`src/rtl/flow_route_resolve.sv`:
```
module flow_route_resolve #(
  parameter int IDX_W = 12
) (
  input  logic             clk,
  input  logic             rst_n,
  input  logic             lk_vld,
  input  logic [IDX_W-1:0] ent_idx,
  input  logic             ent_valid,
  input  logic [1:0]       ent_handler,
  input  logic [4:0]       ent_dst,
  input  logic             ent_drop,
  input  logic             ent_ppe,
  input  logic             ent_dst_bad,
  input  logic [4:0]       peer_dst,
  input  logic [4:0]       cls_dst,
  input  logic             first_frag,
  input  logic             multi_buf,
  input  logic [4:0]       cfg_miss_dst,
  input  logic [4:0]       cfg_ppe_ring,
  input  logic             cfg_ppe_single_only,
  input  logic             cfg_ffrag_skip,
  output logic             rt_vld,
  output logic [4:0]       rt_dst,
  output logic             rt_miss,
  output logic             rt_drop,
  output logic             rt_ppe,
  output logic             rt_sw,
  output logic [3:0]       rt_sw_ring,
  output logic             rt_fw,
  output logic             rt_rel,
  output logic             rt_remap,
  output logic             wb_req,
  output logic [IDX_W-1:0] wb_idx
);
  localparam logic [4:0] REL_CODE = 5'd5;
  localparam logic [4:0] FW_CODE  = 5'd6;
  localparam logic [4:0] SW_HI_LO = 5'd7;
  localparam logic [4:0] SW_HI_HI = 5'd10;

  logic       ffrag_hit, failed, ppe_take;
  logic [4:0] hsel_dst, nxt_dst;

  assign ffrag_hit = ent_valid && first_frag && cfg_ffrag_skip;
  assign failed    = !ent_valid || ent_dst_bad || ffrag_hit;
  assign ppe_take  = ent_ppe && !(multi_buf && cfg_ppe_single_only);

  always_comb begin
    case (ent_handler)
      2'd1:    hsel_dst = peer_dst;
      2'd3:    hsel_dst = cls_dst;
      default: hsel_dst = ent_dst;
    endcase
  end

  assign nxt_dst = failed   ? cfg_miss_dst :
                   ent_drop ? REL_CODE     :
                   ppe_take ? cfg_ppe_ring : hsel_dst;

  always_ff @(posedge clk) begin
    if (!rst_n) begin
      rt_vld  <= 1'b0;
      rt_dst  <= '0;
      rt_miss <= 1'b1;
      rt_drop <= 1'b0;
      rt_ppe  <= 1'b0;
      wb_req  <= 1'b0;
      wb_idx  <= '0;
    end else begin
      rt_vld <= lk_vld;
      wb_req <= lk_vld && ffrag_hit;
      if (lk_vld) begin
        rt_dst  <= nxt_dst;
        rt_miss <= failed;
        rt_drop <= !failed && ent_drop;
        rt_ppe  <= !failed && !ent_drop && ppe_take;
        wb_idx  <= ent_idx;
      end
    end
  end

  logic sw_lo, sw_hi;
  assign sw_lo      = rt_dst < REL_CODE;
  assign sw_hi      = rt_dst >= SW_HI_LO && rt_dst <= SW_HI_HI;
  assign rt_sw      = sw_lo || sw_hi;
  assign rt_sw_ring = sw_lo ? rt_dst[3:0] : (sw_hi ? 4'(rt_dst - 5'd2) : 4'd0);
  assign rt_fw      = rt_dst == FW_CODE;
  assign rt_rel     = rt_dst == REL_CODE;
  assign rt_remap   = rt_dst > SW_HI_HI;

  a_r1_miss_route: assert property (@(posedge clk) disable iff (!rst_n)
    lk_vld && !ent_valid |=> rt_vld && rt_miss && !rt_drop && !rt_ppe && !wb_req
                             && rt_dst == $past(cfg_miss_dst));

  a_r4_drop_release: assert property (@(posedge clk) disable iff (!rst_n)
    lk_vld && ent_valid && !ent_dst_bad && !(first_frag && cfg_ffrag_skip) && ent_drop
    |=> rt_dst == 5'd5 && rt_drop && !rt_ppe);

  a_r8_bad_flag_miss: assert property (@(posedge clk) disable iff (!rst_n)
    lk_vld && ent_dst_bad |=> rt_miss && !rt_drop && !rt_ppe);

  a_r7_wb_with_decision: assert property (@(posedge clk) disable iff (!rst_n)
    wb_req |-> rt_vld && rt_miss);

  a_r9_no_strobe_quiet: assert property (@(posedge clk) disable iff (!rst_n)
    !lk_vld |=> !rt_vld && !wb_req && $stable(rt_dst));

  a_r6_one_class: assert property (@(posedge clk) disable iff (!rst_n)
    $countones({rt_sw, rt_fw, rt_rel, rt_remap}) == 1);
endmodule

```
`config.mk`:
```
export PLATFORM = sky130hd
export DESIGN_NAME = flow_route_resolve
export DESIGN_NICKNAME = d
export VERILOG_FILES = /design/src/rtl/flow_route_resolve.sv
export SDC_FILE = /design/constraint.sdc
export NUM_CORES = 1
export LEC_CHECK = 0
export BUFFER_PORTS_ARGS = -buffer_cell sky130_fd_sc_hd__buf_4
export CAP_MARGIN = 20
export CORE_MARGIN = 4
export CORE_UTILIZATION = 44
export CTS_BUF_LIST = sky130_fd_sc_hd__clkbuf_8 sky130_fd_sc_hd__clkbuf_16
export DETAILED_ROUTE_END_ITERATION = 8
export PLACE_DENSITY = 0.81
export SLEW_MARGIN = 20
export SYNTH_ARGS = -nofsm -noshare
export SYNTH_HDL_FRONTEND = slang
export SYNTH_SLANG_ARGS = --single-unit
```
`constraint.sdc`:
```
create_clock -name clk -period 2.6 [get_ports clk]
set_input_delay 0.13 -clock clk [delete_from_list [all_inputs] [get_ports clk]]
set_output_delay 0.13 -clock clk [all_outputs]
set_load 0.1 [all_outputs]
```
# Word level (Yosys, flattened, before mapping)
# Index checks and enable logic that the tools add are counted.
[word_totals]
ff_bits = 22
latch_bits = 0
ram_bits = 0
mem_bits_ro = 0
input_bits = 50
out_inout_bits = 30
word_cells = 38
memories = 0
[classes]
n_addsub = 1
n_mul = 0
n_div = 0
order_cmp = 4
eq_ne = 4
shift = 0
muxes = 6
bitwise = 0
reduce_logical = 16
[op_table]
columns = ["operator", "n"]
rows = [
  ["5-bit 2-to-1 mux", 3],
  ["5-bit by 3-bit equality test with 1-bit output, second input constant", 2],
  ["5-bit one-hot mux with 2 select lines", 1],
  ["1-bit logical AND", 9],
  ["4-bit 2-to-1 mux", 2],
  ["5-bit by 3-bit >= comparator with 1-bit output, second input constant", 1],
  ["5-bit by 4-bit greater-than comparator with 1-bit output, second input constant", 1],
  ["5-bit by 4-bit <= comparator with 1-bit output, second input constant", 1],
  ["5-bit by 3-bit less-than comparator with 1-bit output, second input constant", 1],
  ["1-bit zero test", 4],
  ["4-bit by 2-bit subtractor with 4-bit output, second input constant", 1],
  ["1-bit logical OR", 3],
  ["2-bit by 1-bit equality test with 1-bit output, second input constant", 1],
  ["2-bit equality test, second input constant", 1],
]

# Depth between registers and ports, before layout
# Gate-level depths: netlist (run 1).
[depth]
ltp_word = 6
mapped_depth = 6
depth_no_buf = 6

# Worst setup path before layout (run 1)
# Ideal clock, no wire load.
[synth_path]
path_type = "register -> output"
startpoint = "register rt_dst[1]"
endpoint = "output port rt_sw"
t_arrival_ns = 3.939
required_time_ns = 2.470
slack_ns = -1.469
stages_incl_launch_ff = 5
path_buffers = 0
cell_sequence = "dfxtp_1 > inv_1 > ha_1 > a211o_1 > o21ai_0"
[synth_via]
elab_chain_cells = 3
elab_cells_between_ends = 5
cone_classes = "order compare: 3; reduce/logical: 2"
[synth_rtl]
columns = ["element", "line_no", "rtl"]
rows = [
  ["start, declared", "23", "output logic [4:0] rt_dst,"],
  ["start signal, assigned", "72", "rt_dst <= nxt_dst;"],
  ["5-bit by 3-bit >= comparator with 1-bit output or 5-bit by 4-bit <= comparator with 1-bit output (tied branches)", "83", "assign sw_hi = rt_dst >= SW_HI_LO && rt_dst <= SW_HI_HI;"],
  ["1-bit logical AND", "83", ""],
  ["1-bit logical OR *", "84", "assign rt_sw = sw_lo || sw_hi;"],
  ["end, declared", "27", "output logic rt_sw,"],
]
# Every way passes the cells marked *; elsewhere a longest branch is shown, timed or not.

# Worst setup path after layout (run 1)
[layout_path]
startpoint = "register rt_dst[1]"
endpoint = "output port rt_sw_ring[2]"
[layout_via]
elab_chain_cells = 4
elab_cells_between_ends = 7
cone_classes = "add/sub: 1; order compare: 3; mux: 2; reduce/logical: 1"
[layout_rtl]
columns = ["element", "line_no", "rtl"]
rows = [
  ["5-bit by 3-bit >= comparator with 1-bit output or 5-bit by 4-bit <= comparator with 1-bit output (tied branches)", "83", ""],
  ["1-bit logical AND", "83", ""],
  ["4-bit 2-to-1 mux", "85", "assign rt_sw_ring = sw_lo ? rt_dst[3:0] : (sw_hi ? 4'(rt_dst - 5'd2) : 4'd0);"],
  ["4-bit 2-to-1 mux *", "85", ""],
  ["end, declared", "28", "output logic [3:0] rt_sw_ring,"],
]
# Marks and branches as above.

==> metrics, run 1 <==
antenna cells 0; Post-Syn Area 0.001194 sq mm; Worst Setup End Kind output pin; die width 60.09 um; Critical Path, Cell by Cell inv_1 -> ha_1 -> nand2b_1 -> o21bai_4 -> or2_4 -> o31ai_4 -> buf_4; DP HPWL 2841 um; Synth area leaders dfxtp_1, mux2i_1, nor2_1; yosys warns 0; global route overflow 0; critical path launch point type flop; hold path depth 2; CTS max path bufs 2; final clock skew 0 ns; RSZ-0062 raised after global routing no; first-pass GRT wire length 5727 um; Clock Pin Slew Worst Setup and Hold Paths 0.08 ns; post-layout net count 264; drt first-iter violations 68; Yosys reg bits 22; Root Driver clkbuf_8; WP buf/inv 2; vias in the first global route 1270; Final Hold Fails 0; # IOs 80; WL/cell 14.89 um; Lkg Pwr 0.9208 nW; CTS buffer count 3; worst-margin pin slew 0.4887 ns; post-CTS resize count 0; Synth Area per Inst 8.908 sq um; post-synthesis sequential area ratio 36.90%; status completed; number of flops mapped to enable cells by yosys 0; Syn Nets 187; Port Buffers 79; chip height 60.09 um; crit path DAT 2.09 ns; global placement routability congestion 0.9836; hold slack final 0.07697 ns; Tmin final 2.219 ns; hold bufs inserted after CTS 0; CTS tree built; H-tree depth 1; highest-delay cell along the critical path dfxtp_4; RR Startpoint rt_dst[1]; Detail Route Antenna Nets 0; delay-heaviest family, CP simple AND/OR/NAND/NOR gates; Post-synth ARST share 0%; Setup Fix Bufs, Post-CTS 0; DRT Wirelength 3573 um; setup TNS 0 ns; average via count per standard cell 5.308; number of detailed-route iterations in the first pass 4; num rows 18; worst hold path type in2reg; FMAX 0.4506 GHz; initial antenna violation count 0; reg-to-reg critical path endpoint rt_dst[1]; Yosys cell types 45; FF-to-FF setup slack 1.70 ns; total power 1.064 mW; largest net degree at the start of global routing 31; WP depth 7; Core Area 0.002522 sq mm; P per Cell Area 562.0 mW/mm^2; area leader, netlist dfxtp_1; crit path launch rt_dst[1]; cells on worst reg2reg path 3; clock tree sinks 22; vias post-DR 1274; max-cap violation count 0; layout cell share with drive strength beyond 1 47.14%; critical path class reg2out; Most used DFF post-synth dfxtp_1; Skew-Pair Late Insertion Delay 0.26 ns; CP Max Fanout 8; Slew HR 67.23%; worst stage delay on the critical path 0.38 ns; Cells after Synth 134; hold path start rst_n; crit share post-route 85.36%; Worst Setup EP rt_sw_ring[2]; critical path required time 2.47 ns; Area growth syn-to-layout 58.60%; GRT Util Overall 20.53%; Die ar. 0.003610 sq mm; Initial Util 47.32%; Worst IR Drop VDD 0.4870 mV; Final Setup Violations 0; Max Slew Vio Count 0; DRC errors left 0; share of the synthesized area in the top cell type 36.90%
==> through the flow <==
step	worst slack, ns	area, sq um	std cells	utilization (%)
global route	0.2645	1893	240	75.05
floorplan	0.02461	1240	134	-
CTS	0.3769	1893	240	75.05
detailed placement	0.6844	1827	236	72.42
finish	0.3805	1893	240	75.05
global placement	0.7430	1827	236	72.42
==> worst register-to-register path: stages, from the launching register on <==
cell	delay [ns]
dfxtp_4	0.39
inv_1	0.10
o22a_1	0.21
a31oi_1	0.11
==> sequential cells by signal, summed over array words and instances (netlist names) <==
name	flops
rt_drop	1
rt_dst	5
rt_miss	1
rt_ppe	1
rt_vld	1
wb_idx	12
wb_req	1
==> Yosys cell counts (3+ instances only) <==
cell type / count
inv_1: 4
nand3_1: 3
dfxtp_1: 22
a21oi_1: 7
nand2_1: 6
nand2b_1: 4
o21ai_0: 3
mux2i_1: 18
ha_1: 3
a211oi_1: 3
a31oi_1: 3
nor2_1: 19
==> cell type report <==
type | count | area, sq um
Multi-Input combinational cell | 100 | 726.9
Fill cell | 183 | 629.4
Timing Repair Buffer | 79 | 593.1
Sequential cell | 22 | 450.4
Clock buffer | 4 | 66.31
Tap cell | 30 | 37.54
Inverter | 5 | 18.77
==> where the power goes <==
| group | switching [mW] | leakage [nW] | internal (mW) |
|---|---|---|---|
| clock network | 0.116 | 0.0339 | 0.167 |
| registers | 0.0172 | 0.183 | 0.355 |
| logic | 0.283 | 0.704 | 0.126 |
==> metal layers <==
layer  global-route usage [%]  vias up  part of all wire, %
met5                        0        -                    0
met4                    4.747        0                  1.5
met3                    4.752        6                  6.5
met2                    35.80       46                   51
met1                    25.32      590                   41
li1                         -      632                    -
==> cells by family (layout without fill, tap and decap cells) <==
kind of cell               count (synthesis)  after routing  share of synthesized area [%]
muxes                                     18             18                          15.09
DFF                                       22             22                          36.90
adders and majority gates                  3              3                          3.145
and+or+nand+nor                           49             49                          21.70
AOI/OAI and AO/OA                         30             30                          17.92
buffers and inverters                     12             88                          5.239
==> layout by cell type, fill, tap and decap left out, types with 4 or more instances in the layout <==
cell	instances
inv_1	4
nand2_1	6
buf_4	79
mux2i_1	18
dfxtp_1	18
nor2_1	19
a21oi_1	6
nand2b_1	4
==> worst min-delay path by stage <==
stage,to
after floorplan,rt_miss
after global placement,rt_miss
after detailed placement,rt_miss
after CTS,rt_miss
after global routing,rt_miss
final,rt_miss
(Power assumes the default switching activity.)
==> inputs of run 2 (changes only) <==
Settings changed: PLACE_DENSITY 0.81 to 0.84.
==> metrics, run 2 (synthesis results as in run 1) <==
Port Buffers 79; average via count per standard cell 5.254; DRT Wirelength 3565 um; Detail Route Antenna Nets 0; pre-CTS setup slack 0.6928 ns; GRT Util Overall 20.07%; hold bufs inserted after CTS 0; Area growth syn-to-layout 59.01%; filler cell count 195; most common cell after layout, fill and taps aside buf_4; global route overflow 0; worst stage delay on the critical path 0.38 ns; critical path class reg2out; RSZ-0062 raised after global routing no; largest registers wb_idx x12, rt_dst x5; critical path required time 2.47 ns; max-cap violation count 0; Setup Fix Bufs, Post-CTS 0; drt first-iter violations 35; status completed; highest-delay cell along the critical path dfxtp_4; final clock skew 0 ns; Worst Setup End Kind output pin; CTS max path bufs 2; post-CTS resize count 0; WL/cell 14.85 um; max reg flops 12; Initial Util 47.32%; CP Max Fanout 8; Root Driver clkbuf_8; PnR worst setup slack 0.4030 ns; Tmin final 2.197 ns; WP buf/inv 2; layout cell share with drive strength beyond 1 47.14%; DP HPWL 2829 um; initial antenna violation count 0; Worst IR Drop VDD 0.5908 mV; clock tree sinks 22; Top reg by flops wb_idx; antenna cells 0; critical path launch point type flop; worst-margin pin slew 0.4570 ns; global placement routability congestion 0.9548; post-layout net count 264; Final Setup Violations 0; Slew HR 68.75%; first-pass GRT wire length 5595 um; DRC errors left 0; num rows 18; CTS buffer count 3; vias in the first global route 1238; worst hold path type in2reg; largest net degree at the start of global routing 31; setup TNS 0 ns; chip height 60.09 um; vias post-DR 1261; crit path DAT 2.07 ns; commonest non-fill, non-tap cells in the layout buf_4, nor2_1, mux2i_1, dfxtp_1; die width 60.09 um; Lkg Pwr 0.9226 nW; FMAX 0.4552 GHz; Skew-Pair Late Insertion Delay 0.27 ns; CTS tree built; delay-heaviest family, CP simple AND/OR/NAND/NOR gates; # IOs 80; H-tree depth 1; number of detailed-route iterations in the first pass 4; P per Cell Area 580.7 mW/mm^2; crit share post-route 84.50%; Critical Path, Cell by Cell inv_1 -> ha_1 -> nand2b_1 -> o21bai_4 -> or2_4 -> o31ai_4 -> buf_4; Clock Pin Slew Worst Setup and Hold Paths 0.08 ns; Core Area 0.002522 sq mm; Max Slew Vio Count 0; Die ar. 0.003610 sq mm; Final Hold Fails 0
## run 2: cell types whose count changed in the layout (fill, tap and decap cells not counted), sizes merged
cell,previous run,this run
bufinv,0,1
clkbuf,4,3
## run 2: power by group
| group | internal [mW] | switching, mW | total (mW) |
|---|---|---|---|
| Clock | 0.206 | 0.116 | 0.322 |
| Combinational | 0.126 | 0.282 | 0.408 |
| Sequential | 0.355 | 0.0176 | 0.373 |
| Total | 0.687 | 0.415 | 1.10 |
## run 2: final timing paths
kind             start       endpoint  cells after the start  slack [ns]
max          rt_dst[1]  rt_sw_ring[2]                      7        0.40
min              rst_n        rt_miss                      2        0.07
max reg2reg  rt_dst[1]      rt_dst[1]                      3        1.71
min reg2reg    rt_drop        rt_drop                      2        0.48
## run 2: routing by layer
layer | routed length (um) | track usage, % | vias up
met1 | 1458 | 24.22 | 583
met2 | 1878 | 35.49 | 38
li1 | - | - | 633
met5 | 0 | 0 | -
met3 | 184 | 4.320 | 7
met4 | 42 | 5.380 | 0
## run 2: layout make-up
type	instances	area [sq um]	share of cell area (%)
Multi-Input combinational cell	100	726.9	38.30
Timing Repair Buffer	79	593.1	31.25
Sequential cell	22	450.4	23.73
Clock buffer	3	41.29	2.175
Tap cell	30	37.54	1.978
Clock inverter	1	30.03	1.582
Inverter	5	18.77	0.9888
## run 2: metrics by stage
| step | hold slack [ns] | cell area (sq um) | power [mW] | util [%] | instances |
|---|---|---|---|---|---|
| global placement | 0.3557 | 1827 | 0.7813 | 72.42 | 236 |
| finish | 0.07457 | 1898 | 1.102 | 75.25 | 240 |
| global route | 0.08608 | 1898 | 1.144 | 75.25 | 240 |
| CTS | 0.07299 | 1898 | 1.106 | 75.25 | 240 |
| detailed placement | 0.3573 | 1827 | 0.7888 | 72.42 | 236 |
| floorplan | 0.1919 | 1240 | 0.6726 | - | 134 |
==> inputs of run 3 (changes only) <==
Settings changed: CORE_UTILIZATION 44 to 37, PLACE_DENSITY 0.84 to 0.75.
Clock period 2.6 ns to 1.9 ns, I/O delays scaled along.
==> metrics, run 3 (synthesis results as in run 1) <==
status finished, violations left; failing checks setup timing; antenna cells 0; max reg flops 12; most common cell after layout, fill and taps aside buf_4; WL/cell 14.73 um; CTS buffer count 3; initial antenna violation count 0; Slew HR 62.36%; Top reg by flops wb_idx; GRT Util Overall 18.12%; vias in the first global route 1370; setup TNS -0.01065 ns; met2 routed WL 1999 um; max-cap violation count 0; commonest non-fill, non-tap cells in the layout buf_4, nor2_1, mux2i_1; Final Hold Fails 0; FF-to-FF setup slack 0.98 ns; drt first-iter violations 39; RSZ-0062 raised after global routing yes; average via count per standard cell 5.135; critical path launch point type flop; Tmin final 1.911 ns; Final Setup Violations 1; Worst IR Drop VDD 0.6230 mV; Die ar. 0.004199 sq mm; # IOs 80; Post-Route M1 WL 1454 um; P per Cell Area 734.2 mW/mm^2; top sig layer met4; FMAX 0.5234 GHz; global route overflow 0; Max Slew Vio Count 0; Detail Route Antenna Nets 0; Clock Pin Slew Worst Setup and Hold Paths 0.08 ns; num rows 20; Post-Place Cells 251; fin util 67.15%; post-layout net count 270; largest registers wb_idx x12, rt_dst x5; Skew-Pair Late Insertion Delay 0.26 ns; worst-margin pin slew 0.5503 ns; Lkg Pwr 0.9750 nW; critical path required time 1.80 ns; Initial Util 38.78%; first-pass GRT wire length 6030 um; CP Max Fanout 5; crit path DAT 1.82 ns; Core Area 0.003078 sq mm; number of detailed-route iterations in the first pass 4; H-tree depth 1; hold bufs inserted after CTS 0; PnR worst setup slack -0.01065 ns; Area growth syn-to-layout 73.17%; vias post-DR 1335; critical path class reg2out; layout cell share with drive strength beyond 1 53.24%; largest net degree at the start of global routing 31; metal3 WL 309 um; worst hold path type in2reg; global placement routability congestion 0.8098; Worst Setup End Kind output pin; fin cells 260; clock tree sinks 22; total power 1.518 mW; Root Driver clkbuf_8; DRC errors left 0; CTS max path bufs 2; DP HPWL 3009 um; crit share post-route 100.6%; die width 64.80 um; Port Buffers 79; filler cell count 269; DRT Wirelength 3830 um; chip height 64.80 um; CTS tree built; final clock skew 0 ns
run 3: per-layer routing:
metal,GRT usage [%],vias to the layer above
li1,-,645
met1,19.19,631
met2,33.72,53
met3,6.066,6
met4,5.013,0
met5,0,-
run 3: what timing repair did:
item	4_1_cts	5_1_grt
setup buffers	4	1
pin swaps	3	1
resized for setup	8	4
setup endpoints to repair	4	5
run 3: worst paths after layout:
path / to / startpoint / cells past startpoint
worst min register to register: rt_drop / rt_drop / 2
worst max register to register: rt_dst[3] / rt_dst[3] / 3
worst min-delay path: rt_miss / rst_n / 2
worst max-delay path: rt_sw_ring[1] / rt_dst[1] / 7
run 3: critical path: stages, from the launching register on:
cell and delay (ns):
dfxtp_4 0.38, inv_4 0.05, ha_1 0.18, a211o_1 0.30, nor2_4 0.17, nor4_2 0.08
a21o_2 0.21, buf_12 0.16
run 3: power breakdown:
group / leakage (nW) / switching (mW) / internal, mW / total, mW
clock: 0.0339 / 0.159 / 0.229 / 0.388
combinational: 0.758 / 0.404 / 0.212 / 0.616
sequential: 0.184 / 0.0273 / 0.486 / 0.514
run 3: through the flow:
stage          worst slack, ns  hold WS (ns)  area, sq um
5_1_grt               -0.06811       0.04127         2067
4_1_cts               -0.02577       0.03216         2043
3_5_place_dp           0.07118        0.3209         1912
6_report              -0.01065       0.04013         2067
2_1_floorplan          -0.5631        0.1569         1300
3_3_place_gp            0.1331        0.3122         1912
run 3: cell type report:
type | count | area, sq um | share of cell area [%]
multi-input combinational | 100 | 795.8 | 38.50
timing repair buffer | 85 | 674.4 | 32.63
sequential | 22 | 451.7 | 21.85
clock buffer | 4 | 66.31 | 3.208
tap | 44 | 55.05 | 2.663
inverter | 5 | 23.77 | 1.150
